==> config.mk <==
export PLATFORM = sky130hd
export DESIGN_NAME = pcie_rst_seq
export DESIGN_NICKNAME = d
export VERILOG_FILES = /design/src/rtl/pcie_rs_pkg.sv /design/src/rtl/pcie_rs_timer.sv /design/src/rtl/pcie_rs_gates.sv /design/src/rtl/pcie_rs_ctrl.sv /design/src/rtl/pcie_rst_seq.sv
export SDC_FILE = /design/constraint.sdc
export NUM_CORES = 1
export LEC_CHECK = 0
export BUFFER_PORTS_ARGS = -buffer_cell sky130_fd_sc_hd__buf_2
export CAP_MARGIN = 10
export CORE_AREA = 2 2 73 75
export DETAILED_ROUTE_END_ITERATION = 12
export DIE_AREA = 0 0 75 77
export HOLD_SLACK_MARGIN = 0.05
export PLACE_DENSITY = 0.79
export RECOVER_POWER = 25
export SYNTH_ARGS = -nofsm -noshare
export SYNTH_HDL_FRONTEND = slang
export SYNTH_SLANG_ARGS = --single-unit
==> constraint.sdc <==
create_clock -name clk -period 3.6 [get_ports clk]
set_input_delay 0.54 -clock clk [delete_from_list [all_inputs] [get_ports clk]]
set_output_delay 0.54 -clock clk [all_outputs]
set_load 0.1 [all_outputs]
==> src/rtl/pcie_rs_pkg.sv <==
package pcie_rs_pkg;
  typedef enum logic [3:0] {
    S_IDLE,
    S_FORCE,
    S_LTOFF,
    S_PDON,
    S_REFOFF,
    S_CLKEN,
    S_UNWIND,
    S_PWRUP,
    S_REFON,
    S_EPRST,
    S_FIN
  } seq_state_e;
endpackage

==> src/rtl/pcie_rs_timer.sv <==
module pcie_rs_timer #(
  parameter int TW = 8
) (
  input  logic          clk,
  input  logic          rst_n,
  input  logic          load_i,
  input  logic [TW-1:0] val_i,
  output logic          done_o
);
  logic [TW-1:0] cnt_q, cnt_d;
  logic          cnt_en;

  always_comb begin
    cnt_en = load_i || (cnt_q != '0);
    cnt_d  = load_i ? val_i : cnt_q - TW'(1);
  end

  always_ff @(posedge clk or negedge rst_n) begin
    if (!rst_n) cnt_q <= '0;
    else if (cnt_en) cnt_q <= cnt_d;
  end

  assign done_o = (cnt_q == '0);
endmodule

==> src/rtl/pcie_rs_gates.sv <==
module pcie_rs_gates #(
  parameter int NCLK = 3,
  parameter int IW   = 2
) (
  input  logic            clk,
  input  logic            rst_n,
  input  logic            set_i,
  input  logic            clr_i,
  input  logic [IW-1:0]   idx_i,
  output logic [NCLK-1:0] en_o
);
  logic [NCLK-1:0] en_q, en_d;
  logic            upd;

  always_comb begin
    upd = set_i || clr_i;
    for (int i = 0; i < NCLK; i++) begin
      if (idx_i == IW'(i)) en_d[i] = set_i;
      else                 en_d[i] = en_q[i];
    end
  end

  always_ff @(posedge clk or negedge rst_n) begin
    if (!rst_n) en_q <= '0;
    else if (upd) en_q <= en_d;
  end

  assign en_o = en_q;
endmodule

==> src/rtl/pcie_rs_ctrl.sv <==
module pcie_rs_ctrl
  import pcie_rs_pkg::*;
#(
  parameter int NCLK        = 3,
  parameter int LSW         = 6,
  parameter int IW          = 2,
  parameter int TW          = 8,
  parameter int PD_WAIT     = 4,
  parameter int SETTLE_WAIT = 8,
  parameter int EPRST_WAIT  = 12,
  parameter int ACK_WAIT    = 6
) (
  input  logic            clk,
  input  logic            rst_n,
  input  logic            start_i,
  input  logic            shutdown_i,
  input  logic            refclk_on_i,
  input  logic            ltssm_on_i,
  input  logic [LSW-1:0]  link_state_i,
  input  logic [NCLK-1:0] clk_ack_i,
  input  logic            tmr_done_i,
  output logic            tmr_load_o,
  output logic [TW-1:0]   tmr_val_o,
  output logic            gate_set_o,
  output logic            gate_clr_o,
  output logic [IW-1:0]   gate_idx_o,
  output logic            ltssm_en_o,
  output logic            phy_pd_o,
  output logic            refclk_en_o,
  output logic            force_link_o,
  output logic [LSW-1:0]  link_state_o,
  output logic            ep_rst_n_o,
  output logic            done_o,
  output logic            err_o
);
  localparam logic [IW-1:0] LAST = IW'(NCLK - 1);

  seq_state_e     st_q, st_d;
  logic [IW-1:0]  idx_q, idx_d;
  logic [LSW-1:0] ls_q, ls_d;
  logic ltssm_q, ltssm_d, pd_q, pd_d, ref_q, ref_d, fl_q, fl_d;
  logic ep_q, ep_d, err_q, err_d, own_q, own_d, shut_q, shut_d;

  always_comb begin
    st_d = st_q;   idx_d = idx_q;   ls_d = ls_q;    ltssm_d = ltssm_q;
    pd_d = pd_q;   ref_d = ref_q;   fl_d = fl_q;    ep_d = ep_q;
    err_d = err_q; own_d = own_q;   shut_d = shut_q;
    tmr_load_o = 1'b0; tmr_val_o = '0;
    gate_set_o = 1'b0; gate_clr_o = 1'b0; gate_idx_o = idx_q;
    case (st_q)
      S_IDLE: begin
        if (!own_q) begin
          ltssm_d = ltssm_on_i; ref_d = refclk_on_i; ls_d = link_state_i;
        end
        if (start_i || shutdown_i) begin
          own_d = 1'b1; err_d = 1'b0; shut_d = !start_i;
          if (refclk_on_i && ltssm_on_i) begin
            st_d = S_FORCE; fl_d = 1'b1; ls_d = '0;
          end else begin
            st_d = S_PDON; fl_d = 1'b0; pd_d = 1'b1;
          end
        end
      end
      S_FORCE: begin st_d = S_LTOFF; ltssm_d = 1'b0; end
      S_LTOFF: begin st_d = S_PDON;  pd_d = 1'b1; end
      S_PDON:  begin st_d = S_REFOFF; ref_d = 1'b0; end
      S_REFOFF: begin
        if (shut_q) st_d = S_FIN;
        else begin
          st_d = S_CLKEN; idx_d = '0;
          gate_set_o = 1'b1; gate_idx_o = '0;
          tmr_load_o = 1'b1; tmr_val_o = TW'(ACK_WAIT);
        end
      end
      S_CLKEN: begin
        if (clk_ack_i[idx_q]) begin
          if (idx_q == LAST) begin
            st_d = S_PWRUP; pd_d = 1'b0;
            tmr_load_o = 1'b1; tmr_val_o = TW'(PD_WAIT);
          end else begin
            idx_d = idx_q + IW'(1);
            gate_set_o = 1'b1; gate_idx_o = idx_q + IW'(1);
            tmr_load_o = 1'b1; tmr_val_o = TW'(ACK_WAIT);
          end
        end else if (tmr_done_i) begin
          st_d = S_UNWIND; gate_clr_o = 1'b1;
        end
      end
      S_UNWIND: begin
        if (idx_q == '0) begin
          st_d = S_FIN; err_d = 1'b1;
        end else begin
          idx_d = idx_q - IW'(1);
          gate_clr_o = 1'b1; gate_idx_o = idx_q - IW'(1);
        end
      end
      S_PWRUP: if (tmr_done_i) begin
        st_d = S_REFON; ref_d = 1'b1;
        tmr_load_o = 1'b1; tmr_val_o = TW'(SETTLE_WAIT);
      end
      S_REFON: if (tmr_done_i) begin
        st_d = S_EPRST; ep_d = 1'b0;
        tmr_load_o = 1'b1; tmr_val_o = TW'(EPRST_WAIT);
      end
      S_EPRST: if (tmr_done_i) begin st_d = S_FIN; ep_d = 1'b1; end
      S_FIN:   st_d = S_IDLE;
      default: st_d = S_IDLE;
    endcase
  end

  always_ff @(posedge clk or negedge rst_n) begin
    if (!rst_n) begin
      st_q <= S_IDLE; idx_q <= '0; ls_q <= '0; ltssm_q <= 1'b0;
      pd_q <= 1'b0; ref_q <= 1'b0; fl_q <= 1'b0; ep_q <= 1'b0;
      err_q <= 1'b0; own_q <= 1'b0; shut_q <= 1'b0;
    end else begin
      st_q <= st_d; idx_q <= idx_d; ls_q <= ls_d; ltssm_q <= ltssm_d;
      pd_q <= pd_d; ref_q <= ref_d; fl_q <= fl_d; ep_q <= ep_d;
      err_q <= err_d; own_q <= own_d; shut_q <= shut_d;
    end
  end

  assign ltssm_en_o   = ltssm_q;
  assign phy_pd_o     = pd_q;
  assign refclk_en_o  = ref_q;
  assign force_link_o = fl_q;
  assign link_state_o = ls_q;
  assign ep_rst_n_o   = ep_q;
  assign done_o       = (st_q == S_FIN);
  assign err_o        = err_q;
endmodule

==> src/rtl/pcie_rst_seq.sv <==
module pcie_rst_seq #(
  parameter int NCLK        = 3,
  parameter int LSW         = 6,
  parameter int PD_WAIT     = 1000,
  parameter int SETTLE_WAIT = 20000,
  parameter int EPRST_WAIT  = 10000000,
  parameter int ACK_WAIT    = 64
) (
  input  logic            clk,
  input  logic            rst_n,
  input  logic            start_i,
  input  logic            shutdown_i,
  input  logic            refclk_on_i,
  input  logic            ltssm_on_i,
  input  logic [LSW-1:0]  link_state_i,
  input  logic [NCLK-1:0] clk_ack_i,
  output logic            ltssm_en_o,
  output logic            phy_pd_o,
  output logic            refclk_en_o,
  output logic            force_link_o,
  output logic [LSW-1:0]  link_state_o,
  output logic [NCLK-1:0] clk_en_o,
  output logic            ep_rst_n_o,
  output logic            done_o,
  output logic            err_o
);
  localparam int IW   = (NCLK > 1) ? $clog2(NCLK) : 1;
  localparam int M1   = (PD_WAIT > SETTLE_WAIT) ? PD_WAIT : SETTLE_WAIT;
  localparam int M2   = (EPRST_WAIT > ACK_WAIT) ? EPRST_WAIT : ACK_WAIT;
  localparam int MAXW = (M1 > M2) ? M1 : M2;
  localparam int TW   = $clog2(MAXW + 1);

  logic [1:0]    rsync_q;
  logic          rst_core_n;
  logic          tmr_load, tmr_done, g_set, g_clr;
  logic [TW-1:0] tmr_val;
  logic [IW-1:0] g_idx;

  always_ff @(posedge clk or negedge rst_n) begin
    if (!rst_n) rsync_q <= 2'b00;
    else        rsync_q <= {rsync_q[0], 1'b1};
  end
  assign rst_core_n = rsync_q[1];

  pcie_rs_ctrl #(
    .NCLK(NCLK), .LSW(LSW), .IW(IW), .TW(TW), .PD_WAIT(PD_WAIT),
    .SETTLE_WAIT(SETTLE_WAIT), .EPRST_WAIT(EPRST_WAIT), .ACK_WAIT(ACK_WAIT)
  ) u_ctrl (
    .clk(clk), .rst_n(rst_core_n), .start_i(start_i), .shutdown_i(shutdown_i),
    .refclk_on_i(refclk_on_i), .ltssm_on_i(ltssm_on_i), .link_state_i(link_state_i),
    .clk_ack_i(clk_ack_i), .tmr_done_i(tmr_done), .tmr_load_o(tmr_load),
    .tmr_val_o(tmr_val), .gate_set_o(g_set), .gate_clr_o(g_clr), .gate_idx_o(g_idx),
    .ltssm_en_o(ltssm_en_o), .phy_pd_o(phy_pd_o), .refclk_en_o(refclk_en_o),
    .force_link_o(force_link_o), .link_state_o(link_state_o),
    .ep_rst_n_o(ep_rst_n_o), .done_o(done_o), .err_o(err_o)
  );

  pcie_rs_timer #(.TW(TW)) u_timer (
    .clk(clk), .rst_n(rst_core_n), .load_i(tmr_load), .val_i(tmr_val), .done_o(tmr_done)
  );

  pcie_rs_gates #(.NCLK(NCLK), .IW(IW)) u_gates (
    .clk(clk), .rst_n(rst_core_n), .set_i(g_set), .clr_i(g_clr), .idx_i(g_idx),
    .en_o(clk_en_o)
  );
endmodule

==> results of run 1 <==
[worst max-delay path by stage]
stage | from | endpoint | slack [ns] | depth (start not counted)
finish | u_ctrl.idx_q[0] | u_ctrl.st_q[1] | 1.12 | 5
global route | u_timer.cnt_q[4] | u_timer.cnt_q[20] | 1.02 | 5
CTS | u_ctrl.idx_q[0] | u_ctrl.st_q[1] | 1.18 | 5
detailed placement | clk_ack_i[1] | u_ctrl.st_q[1] | 1.05 | 6
global placement | clk_ack_i[1] | u_gates.en_o[0] | 1.23 | 6
floorplan | u_ctrl.st_q[2] | done_o | 1.50 | 3
[where the power goes]
group	internal, mW	switching, mW	total (mW)	leakage, nW
clock	0.209	0.182	0.391	0.0554
sequential	0.733	0.250	0.984	0.614
combinational	0.472	0.995	1.47	0.737
total	1.41	1.43	2.84	1.41
[kinds of logic after synthesis]
kind of cell	count (synthesis)	share of synthesized area (%)
compound gates	93	22.1
xor+xnor	14	4.24
fa+ha+maj	5	2.16
buf+inv	22	3.33
flops	49	42.4
mux	4	1.38
other cells	1	0.130
simple gates	117	24.2
[routing by layer]
layer | wire [µm] | part of all wire, % | vias to the layer above
met5 | 0 | 0 | -
met4 | 57 | 0.88 | 0
met3 | 223 | 3.4 | 8
met2 | 3240 | 50 | 57
met1 | 2960 | 46 | 1197
li1 | - | - | 1194
[per-stage QoR]
step / power (mW) / instance area (µm²) / setup WS [ns] / hold slack (ns)
global route: 3.03 / 3200 / 1.02 / 0.388
global placement: 2.40 / 3080 / 1.23 / 0.325
detailed placement: 2.44 / 3080 / 1.05 / 0.327
finish: 2.84 / 3200 / 1.12 / 0.360
CTS: 2.84 / 3200 / 1.18 / 0.363
floorplan: 2.17 / 2890 / 1.50 / 0.244
[layout make-up]
type | instances | area share [%]
inverters | 12 | 1.41
multi-input cells | 234 | 49.1
repair buffers | 31 | 4.97
clock inverters | 2 | 1.21
well taps | 70 | 2.74
flip-flops and latches | 49 | 38.3
clock buffers | 6 | 2.27
[layout by cell type (no fill, tap or decap), types with 2 or more instances in the layout]
cell type / count
o21ai_0: 16
o21a_1: 2
o211ai_1: 14
o31ai_1: 5
nand2_1: 16
inv_1: 12
a21o_1: 2
buf_2: 29
or3_1: 5
and2_1: 2
mux2i_1: 4
ha_1: 5
a21oi_1: 23
a32o_1: 4
nor2_1: 20
nor2b_1: 4
nor4_1: 6
and3_1: 2
nand4_2: 2
xor2_1: 7
clkbuf_1: 2
nand3_2: 2
nand3b_1: 3
nand3_1: 16
o211a_1: 2
nand4_1: 4
clkbuf_8: 5
nor3_1: 6
dfrtp_1: 49
a32oi_1: 2
a22o_1: 5
a211oi_1: 2
nor4_4: 2
or4_1: 4
o31a_1: 4
nor3_2: 2
xnor2_1: 7
a31oi_1: 3
nand2b_1: 11
[critical path, cell delays in order, from the launching register on]
cell,delay (ns)
dfrtp_1,0.43
mux2i_1,0.15
o21ai_0,1.01
o211ai_1,0.24
a21oi_2,0.32
mux2i_1,0.24
[registers in the layout, summed over array words and instances (netlist names), 2 cells and up]
signal,cells
rsync_q,2
u_ctrl.idx_q,2
u_ctrl.link_state_o,6
u_ctrl.st_q,4
u_gates.en_o,3
u_timer.cnt_q,24
[repair_timing]
action,4_1_cts,5_1_grt
hold buffers,1,0
endpoints found under the setup margin,0,0
endpoints found under the hold margin,2,0
==> results.py, run 1 <==
metrics = {
    "timing": {
        "setup_tns_ns": 0,
        "fmax_mhz": 403,
        "hold_viol_final": 0,
        "worstMarginPinSlew_ns": 1.95,
        "fin_crit_sh_pct": 68.8,
        "relSlewSlack_pct": -30.2,
        "grt_setup_unrepaired": "no",
        "fin_crit_ns": 2.48,
        "setup_violations": 0,
        "final-max-slew-violation-count": 48,
        "clock-skew-final_ns": 0.00729,
    },
    "synthesis": {
        "synth.most_common_cell": "dfrtp_1",
        "ys_ff_latch": 49,
        "yosys_warnings": 0,
        "synth_top_cell_area_share_pct": 42.4,
        "syn_area_mm2": 0.00289,
        "synth_edf_count": 0,
        "ys_seq_area_share_pct": 42.4,
        "ys_async_sr_fraction_pct": 100,
        "ys_dominant_reg_cell": "dfrtp_1",
        "postSynthAreaPerCell_um2": 9.48,
        "synth_area_leaders": "dfrtp_1 (42%), a21oi_1 (4.0%), o211ai_1 (3.6%), nand3_1 (2.8%), o21ai_0 (2.8%)",
        "yosys-top-cells-count": "dfrtp_1 (49), a21oi_1 (23), nor2_1 (20)",
        "ys_types": 59,
        "syn_inst": 305,
        "synth_nets": 325,
        "synth_top_area_cell": "dfrtp_1",
    },
    "placed_design": {
        "io_buffers": 30,
        "dp_hpwl_mm": 4.65,
        "placedCellCount": 395,
        "gp_congestion": 0.897,
    },
    "global_routing": {
        "grt-busiest-layer": "met2",
        "grt_overflow": 0,
        "grt_pass1_vias": 2365,
        "grt_pass1_wl_mm": 11.0,
        "grt_max_degree": 48,
        "grtUsageMet2_pct": 39.3,
        "grt_use_total_pct": 24.1,
        "met1_usage_pct": 32.7,
        "antenna_found_initial": 0,
        "grt_use_met3_pct": 4.34,
    },
    "layout": {
        "fin_cells": 404,
        "final_nets": 353,
        "fillers": 433,
        "seq_area_mm2": 0.00123,
        "antennaDiodeCount": 0,
        "multiInputGateArea_mm2": 0.00157,
        "final_core_util_pct": 64.3,
        "layout-area-overhead-vs-synth_pct": 10.6,
        "drive_above_1_share_pct": 15.3,
    },
    "floorplan": {
        "fp.dieW_um": 75,
        "die-area_mm2": 0.00578,
        "row_count": 26,
        "start_util_pct": 58.1,
        "ioPinCount": 31,
        "die_h_um": 77,
        "coreArea_mm2": 0.00498,
    },
    "worst_setup_path": {
        "rrSetupSlack_ns": 1.12,
        "r2r-start": "u_ctrl.idx_q[0]",
        "crit_path_start_kind": "register",
        "critPathKind": "register to register",
        "rr_worst_depth": 5,
        "worstReg2RegEnd": "u_ctrl.st_q[1]",
        "worstPathArrival_ns": 2.70,
        "endpoint_kind": "register",
        "crit_required_ns": 3.82,
        "crit_fanout": 12,
    },
    "cts": {
        "post-cts-setup-buffers": 0,
        "cts_buffers": 5,
        "cts_tree": "built",
        "cts_buffer_depth": 2,
        "cts-root-buf": "clkbuf_8",
        "ctsResizeCount": 0,
        "cts_max_level": 2,
        "insertion_delay_ns": 0.30,
        "path_clk_slew_ns": 0.09,
        "clock_sinks": 49,
    },
    "power_and_ir_drop": {
        "ir_worst_vdd_v": 0.000606,
        "p_leak_nw": 1.41,
        "p_per_area_mw_per_mm2": 888,
    },
    "drt": {
        "drc_errors": 0,
        "drtIter0Drc": 172,
        "via_count": 2456,
        "wl_per_cell_um": 16.0,
        "wl_mm": 6.48,
        "vias_per_cell": 6.08,
        "dr.pass1.iters": 4,
        "route.antenna.remaining_nets": 0,
    },
    "job": {
        "cap_violations": 1,
    },
    "worst_hold_path": {
        "hold_end": "rsync_q[1]",
        "holdPathStages": 0,
        "hp-class": "register to register",
        "min-delay-start": "rsync_q[0]",
    },
    "status": {
        "status": "complete, but fails checks",
        "violations": "capacitance limit, slew limit",
    },
}
Note: power is estimated with default switching activity, not from simulation.
==> run 2, diff against run 1 <==
--- a/config.mk
+++ b/config.mk
@@ -7,11 +7,11 @@
 export LEC_CHECK = 0
 export BUFFER_PORTS_ARGS = -buffer_cell sky130_fd_sc_hd__buf_2
 export CAP_MARGIN = 10
-export CORE_AREA = 2 2 73 75
+export CORE_AREA = 2 2 74 76
 export DETAILED_ROUTE_END_ITERATION = 12
-export DIE_AREA = 0 0 75 77
+export DIE_AREA = 0 0 76 78
 export HOLD_SLACK_MARGIN = 0.05
-export PLACE_DENSITY = 0.79
+export PLACE_DENSITY = 0.77
 export RECOVER_POWER = 25
 export SYNTH_ARGS = -nofsm -noshare
 export SYNTH_HDL_FRONTEND = slang
==> constraint.sdc (replaced) <==
create_clock -name clk -period 2.3 [get_ports clk]
set_input_delay 0.345 -clock clk [delete_from_list [all_inputs] [get_ports clk]]
set_output_delay 0.345 -clock clk [all_outputs]
set_load 0.1 [all_outputs]
==> run 2 against run 1 <==
Against the previous run:
- the run now ends clean
- sequential power is 49% higher
- fmax is 12% higher
- sequential share of layout area is 1.9 points lower
- critical path depth is 3 higher
- core utilization is 2.4 points higher
- register-to-register slack worse by 1.0 ns
- combinational power is 77% higher
- global-route usage is 0.22 points higher
- wire length is 5.9% higher
- non-clock buffer count is 24 higher
- die area is 2.6% higher
- power is 62% higher
- critical path type unchanged
- largest power group unchanged
==> results.py, run 2 (same netlist as run 1, synthesis figures left out) <==
metrics = {
    "status": {
        "status": "finished clean",
    },
    "worst_setup_path": {
        "crit_fanout": 7,
        "r2r-start": "u_timer.cnt_q[0]",
        "rrSetupSlack_ns": 0.08,
        "crit_required_ns": 2.54,
        "rr_worst_depth": 8,
        "critPathKind": "register to register",
        "crit_path_start_kind": "register",
        "worstReg2RegEnd": "u_timer.cnt_q[21]",
        "worstPathArrival_ns": 2.46,
        "endpoint_kind": "register",
    },
    "cts": {
        "path_clk_slew_ns": 0.10,
        "clock_sinks": 49,
        "cts_buffers": 5,
        "cts_max_level": 2,
        "cts_tree": "built",
        "cts_buffer_depth": 2,
        "insertion_delay_ns": 0.31,
        "cts-root-buf": "clkbuf_8",
    },
    "power_and_ir_drop": {
        "pwr-share-comb_pct": 56.4,
        "p_leak_nw": 1.51,
        "p_per_area_mw_per_mm2": 1370,
        "switching_share_pct": 50.6,
        "internal-power_mw": 2.28,
        "p_clk_share_pct": 11.7,
        "power.net_switching_mw": 2.33,
        "sequentialPowerShare_pct": 31.9,
        "ir_worst_vdd_v": 0.000988,
    },
    "placed_design": {
        "placedCellCount": 418,
        "dpl_cell_area_mm2": 0.00325,
        "io_buffers": 30,
        "dp_hpwl_mm": 5.09,
        "gp_congestion": 0.873,
    },
    "timing": {
        "fmax_mhz": 451,
        "setup_violations": 0,
        "grt_setup_unrepaired": "no",
        "hold_viol_final": 0,
        "final-max-slew-violation-count": 0,
        "clock-skew-final_ns": 0.00775,
        "fin_crit_ns": 2.22,
        "fin_crit_sh_pct": 96.5,
        "hold_slack_ns": 0.229,
        "worstMarginPinSlew_ns": 0.828,
        "relSlewSlack_pct": 44.8,
        "setup_tns_ns": 0,
    },
    "layout": {
        "final_nets": 377,
        "layout-area-overhead-vs-synth_pct": 16.3,
        "fin_cells": 428,
        "design_area_mm2": 0.00336,
        "final_core_util_pct": 66.7,
        "drive_above_1_share_pct": 21.5,
        "largest_reg_flops": 24,
        "layout_common_cells": "dfrtp_1 (49), buf_2 (29), buf_4 (23)",
        "fillers": 435,
        "antennaDiodeCount": 0,
        "largest-register": "u_timer.cnt_q",
        "layout_commonest_cell": "dfrtp_1",
    },
    "drt": {
        "vias_per_cell": 5.99,
        "wl_per_cell_um": 16.0,
        "via_count": 2565,
        "wl_mm": 6.87,
        "dr.pass1.iters": 5,
        "route.antenna.remaining_nets": 0,
        "drtIter0Drc": 224,
        "drc_errors": 0,
    },
    "floorplan": {
        "ioPinCount": 31,
        "die-area_mm2": 0.00593,
        "die_h_um": 78,
        "row_count": 26,
        "start_util_pct": 57.4,
        "coreArea_mm2": 0.00504,
        "fp.dieW_um": 76,
    },
    "global_routing": {
        "grt_pass1_vias": 2457,
        "grt_use_total_pct": 24.4,
        "antenna_found_initial": 0,
        "grt_pass1_wl_mm": 11.7,
        "grt_max_degree": 35,
        "grt_overflow": 0,
    },
    "worst_hold_path": {
        "hp-class": "register to async pin",
    },
    "job": {
        "cap_violations": 0,
    },
}
[run 2: worst max-delay path by stage]
stage | from | to | slack [ns] | depth (start not counted)
floorplan | u_timer.cnt_q[11] | u_gates.en_o[0] | 0.39 | 5
global placement | clk_ack_i[1] | u_gates.en_o[0] | 0.23 | 6
detailed placement | u_ctrl.idx_q[0] | u_gates.en_o[0] | 0.14 | 5
CTS | u_timer.cnt_q[0] | u_timer.cnt_q[21] | 0.08 | 8
global route | u_timer.cnt_q[0] | u_timer.cnt_q[21] | 0.02 | 8
finish | u_timer.cnt_q[0] | u_timer.cnt_q[21] | 0.08 | 8
[run 2: power groups by stage]
stage | logic, mW | clock network (mW) | registers (mW)
floorplan | 1.46 | 0 | 1.94
global placement | 2.50 | 0 | 1.47
detailed placement | 2.55 | 0 | 1.48
CTS | 2.56 | 0.549 | 1.47
global route | 2.82 | 0.586 | 1.52
finish | 2.60 | 0.540 | 1.47
[run 2: worst max-delay path, stage by stage (launching register included)]
cell	delay (ns)
dfrtp_1	0.37
inv_1	0.09
ha_1	0.19
nor2b_1	0.15
and2_1	0.19
and3_1	0.27
buf_4	0.19
or4_1	0.52
a21oi_2	0.17
[run 2: metal layers]
layer / vias up / part of all wire [%] / global-route usage (%)
met4: 0 / 1.4 / 9.09
met3: 13 / 3.3 / 3.84
met1: 1250 / 46 / 32.7
met2: 60 / 49 / 40.2
li1: 1242 / - / -
met5: - / 0 / 0
[run 2: final cells by class]
class,count,area (µm²),share of cell area (%)
clock buffers,5,68.8,2.05
clock inverters,3,26.3,0.781
inverters,12,45.0,1.34
multi-input cells,234,1570,46.8
flip-flops and latches,49,1230,36.4
well taps,70,87.6,2.60
repair buffers,55,337,10.0
[run 2: metrics by stage]
| stage | total power [mW] | setup WS, ns |
|---|---|---|
| 6_report | 4.61 | 0.0816 |
| 5_1_grt | 4.92 | 0.0153 |
| 4_1_cts | 4.58 | 0.0784 |
| 3_5_place_dp | 4.04 | 0.141 |
| 3_3_place_gp | 3.97 | 0.230 |
| 2_1_floorplan | 3.39 | 0.389 |
[run 2: what timing repair did]
| item | CTS | global route |
|---|---|---|
| endpoints found under the hold margin | 2 | 0 |
| setup buffers | 0 | 1 |
| setup endpoints to repair | 0 | 6 |
| hold buffers | 1 | 0 |
| gates resized for setup | 0 | 2 |
==> run 3, diff against run 2 <==
==> constraint.sdc (replaced) <==
create_clock -name clk -period 2.3 [get_ports clk]
set_input_delay 0.23 -clock clk [delete_from_list [all_inputs] [get_ports clk]]
set_output_delay 0.23 -clock clk [all_outputs]
set_load 0.1 [all_outputs]
==> run 3 against run 2 <==
Against the previous run:
- critical path depth down 1
- wire length down 4.0%
- count of clock-buffer cells in the layout unchanged
- flip-flop and latch count unchanged
- fmax up 3.7%
- combinational power down 2%
- core utilization down 0.37 points
- clock power down 4.6%
- power down 2.0%
- global-route usage down 0.77 points
- sequential share of layout area up 0.20 points
- critical path type unchanged
==> results.py, run 3 (same netlist as run 1, synthesis figures left out) <==
metrics = {
    "status": {
        "status": "finished clean",
    },
    "layout": {
        "largest_reg_flops": 24,
        "layout_commonest_cell": "dfrtp_1",
        "seq_area_mm2": 0.00123,
        "final_nets": 374,
        "layout-area-overhead-vs-synth_pct": 15.7,
        "antennaDiodeCount": 0,
        "drive_above_1_share_pct": 21.1,
        "design_area_mm2": 0.00335,
        "layout_common_cells": "dfrtp_1 (49), buf_2 (29), a21oi_1 (23)",
        "fillers": 421,
        "largest-register": "u_timer.cnt_q",
        "final_core_util_pct": 66.4,
        "multiInputGateArea_mm2": 0.00158,
    },
    "cts": {
        "post-cts-setup-buffers": 0,
        "cts_tree": "built",
        "clock_sinks": 49,
        "insertion_delay_ns": 0.31,
        "cts_max_level": 2,
        "path_clk_slew_ns": 0.10,
        "cts_buffer_depth": 2,
        "cts_buffers": 5,
        "cts-root-buf": "clkbuf_8",
    },
    "worst_hold_path": {
        "min-delay-start": "link_state_i[1]",
        "hold_end": "u_ctrl.link_state_o[1]",
        "hp-class": "input pin to register",
        "holdPathStages": 2,
    },
    "power_and_ir_drop": {
        "internal-power_mw": 2.24,
        "p_total_mw": 4.52,
        "pwr-share-comb_pct": 56.1,
        "sequentialPowerShare_pct": 32.6,
        "ir_worst_vdd_v": 0.000863,
        "p_per_area_mw_per_mm2": 1350,
        "switching_share_pct": 50.4,
        "p_leak_nw": 1.50,
        "p_clk_share_pct": 11.4,
        "power.net_switching_mw": 2.28,
    },
    "timing": {
        "setup_violations": 0,
        "final-max-slew-violation-count": 0,
        "fin_crit_sh_pct": 93.1,
        "hold_slack_ns": 0.127,
        "hold_viol_final": 0,
        "worstMarginPinSlew_ns": 0.732,
        "setup_tns_ns": 0,
        "relSlewSlack_pct": 51.2,
        "grt_setup_unrepaired": "no",
        "fmax_mhz": 467,
        "clock-skew-final_ns": 0.0118,
        "fin_crit_ns": 2.14,
    },
    "global_routing": {
        "grt_pass1_vias": 2422,
        "grtUsageMet2_pct": 40.0,
        "grt_overflow": 0,
        "grt_use_met3_pct": 3.14,
        "grt-busiest-layer": "met2",
        "grt_pass1_wl_mm": 11.3,
        "antenna_found_initial": 0,
        "met1_usage_pct": 31.4,
        "grt_use_total_pct": 23.6,
        "grt_max_degree": 31,
    },
    "worst_setup_path": {
        "crit_fanout": 13,
        "critPathKind": "register to register",
        "worstReg2RegEnd": "u_timer.cnt_q[21]",
        "endpoint_kind": "register",
        "rr_worst_depth": 7,
        "worstPathArrival_ns": 2.36,
        "rrSetupSlack_ns": 0.16,
        "r2r-start": "u_timer.cnt_q[0]",
        "crit_required_ns": 2.52,
        "crit_path_start_kind": "register",
    },
    "drt": {
        "via_count": 2541,
        "wl_mm": 6.59,
        "wl_per_cell_um": 15.5,
        "vias_per_cell": 5.98,
        "drtIter0Drc": 228,
        "route.antenna.remaining_nets": 0,
        "dr.pass1.iters": 5,
        "drc_errors": 0,
    },
    "floorplan": {
        "ioPinCount": 31,
        "start_util_pct": 57.4,
        "fp.dieW_um": 76,
        "die_h_um": 78,
        "coreArea_mm2": 0.00504,
        "row_count": 26,
        "die-area_mm2": 0.00593,
    },
    "placed_design": {
        "gp_congestion": 0.869,
        "io_buffers": 30,
        "dp_hpwl_mm": 4.93,
        "dpl_cell_area_mm2": 0.00324,
    },
    "job": {
        "cap_violations": 0,
    },
}
run 3: cell types whose count changed in the layout (fill, tap and decap cells not counted), sizes merged:
cell / before / now
inv: 13 / 12
clkinvlp: 2 / 0
buf: 52 / 49
clkinv: 0 / 3
run 3: how the worst max path moves through the flow:
stage,from,to,slack [ns],cells after the start
4_1_cts,u_timer.cnt_q[20],u_timer.cnt_q[7],0.13,5
2_1_floorplan,u_timer.cnt_q[11],u_gates.en_o[0],0.39,5
5_1_grt,u_timer.cnt_q[0],u_timer.cnt_q[7],0.01,7
3_5_place_dp,u_timer.cnt_q[20],u_timer.cnt_q[7],0.15,5
6_report,u_timer.cnt_q[0],u_timer.cnt_q[21],0.16,7
3_3_place_gp,u_timer.cnt_q[0],u_timer.cnt_q[21],0.24,7
run 3: power by group through the flow:
stage	clock network (mW)	logic, mW	registers (mW)
after floorplan	0	1.46	1.94
after global placement	0	2.45	1.47
after detailed placement	0	2.51	1.48
after CTS	0.531	2.52	1.47
after global routing	0.566	2.75	1.52
final	0.515	2.54	1.47
run 3: per-layer routing:
layer,part of all wire [%],up-vias
met5,0,-
met4,1.2,0
met3,4.1,6
met2,50,71
met1,44,1221
li1,-,1243
run 3: worst max-delay path, stage by stage (launching register included):
cell     delay, ns
dfrtp_1       0.38
inv_1         0.09
ha_1          0.21
nor2b_1       0.15
and2_1        0.18
and3_1        0.34
or4_1         0.52
a21oi_1       0.16
run 3: area by class of cell:
type	instances	area share, %
clock buffers	5	2.06
clock inverters	3	0.673
inverters	12	1.35
multi-input cells	234	47.3
flip-flops and latches	49	36.6
well taps	70	2.62
repair buffers	52	9.39
run 3: stage by stage:
step	instances	setup WS (ns)
finish	425	0.160
floorplan	305	0.389
CTS	425	0.127
global route	425	0.0146
detailed placement	416	0.149
global placement	416	0.240
run 3: what timing repair did:
item                                    4_1_cts  5_1_grt
resized for setup                             0        2
hold endpoints to repair                      2        0
hold buffers                                  1        0
endpoints found under the setup margin        0        9
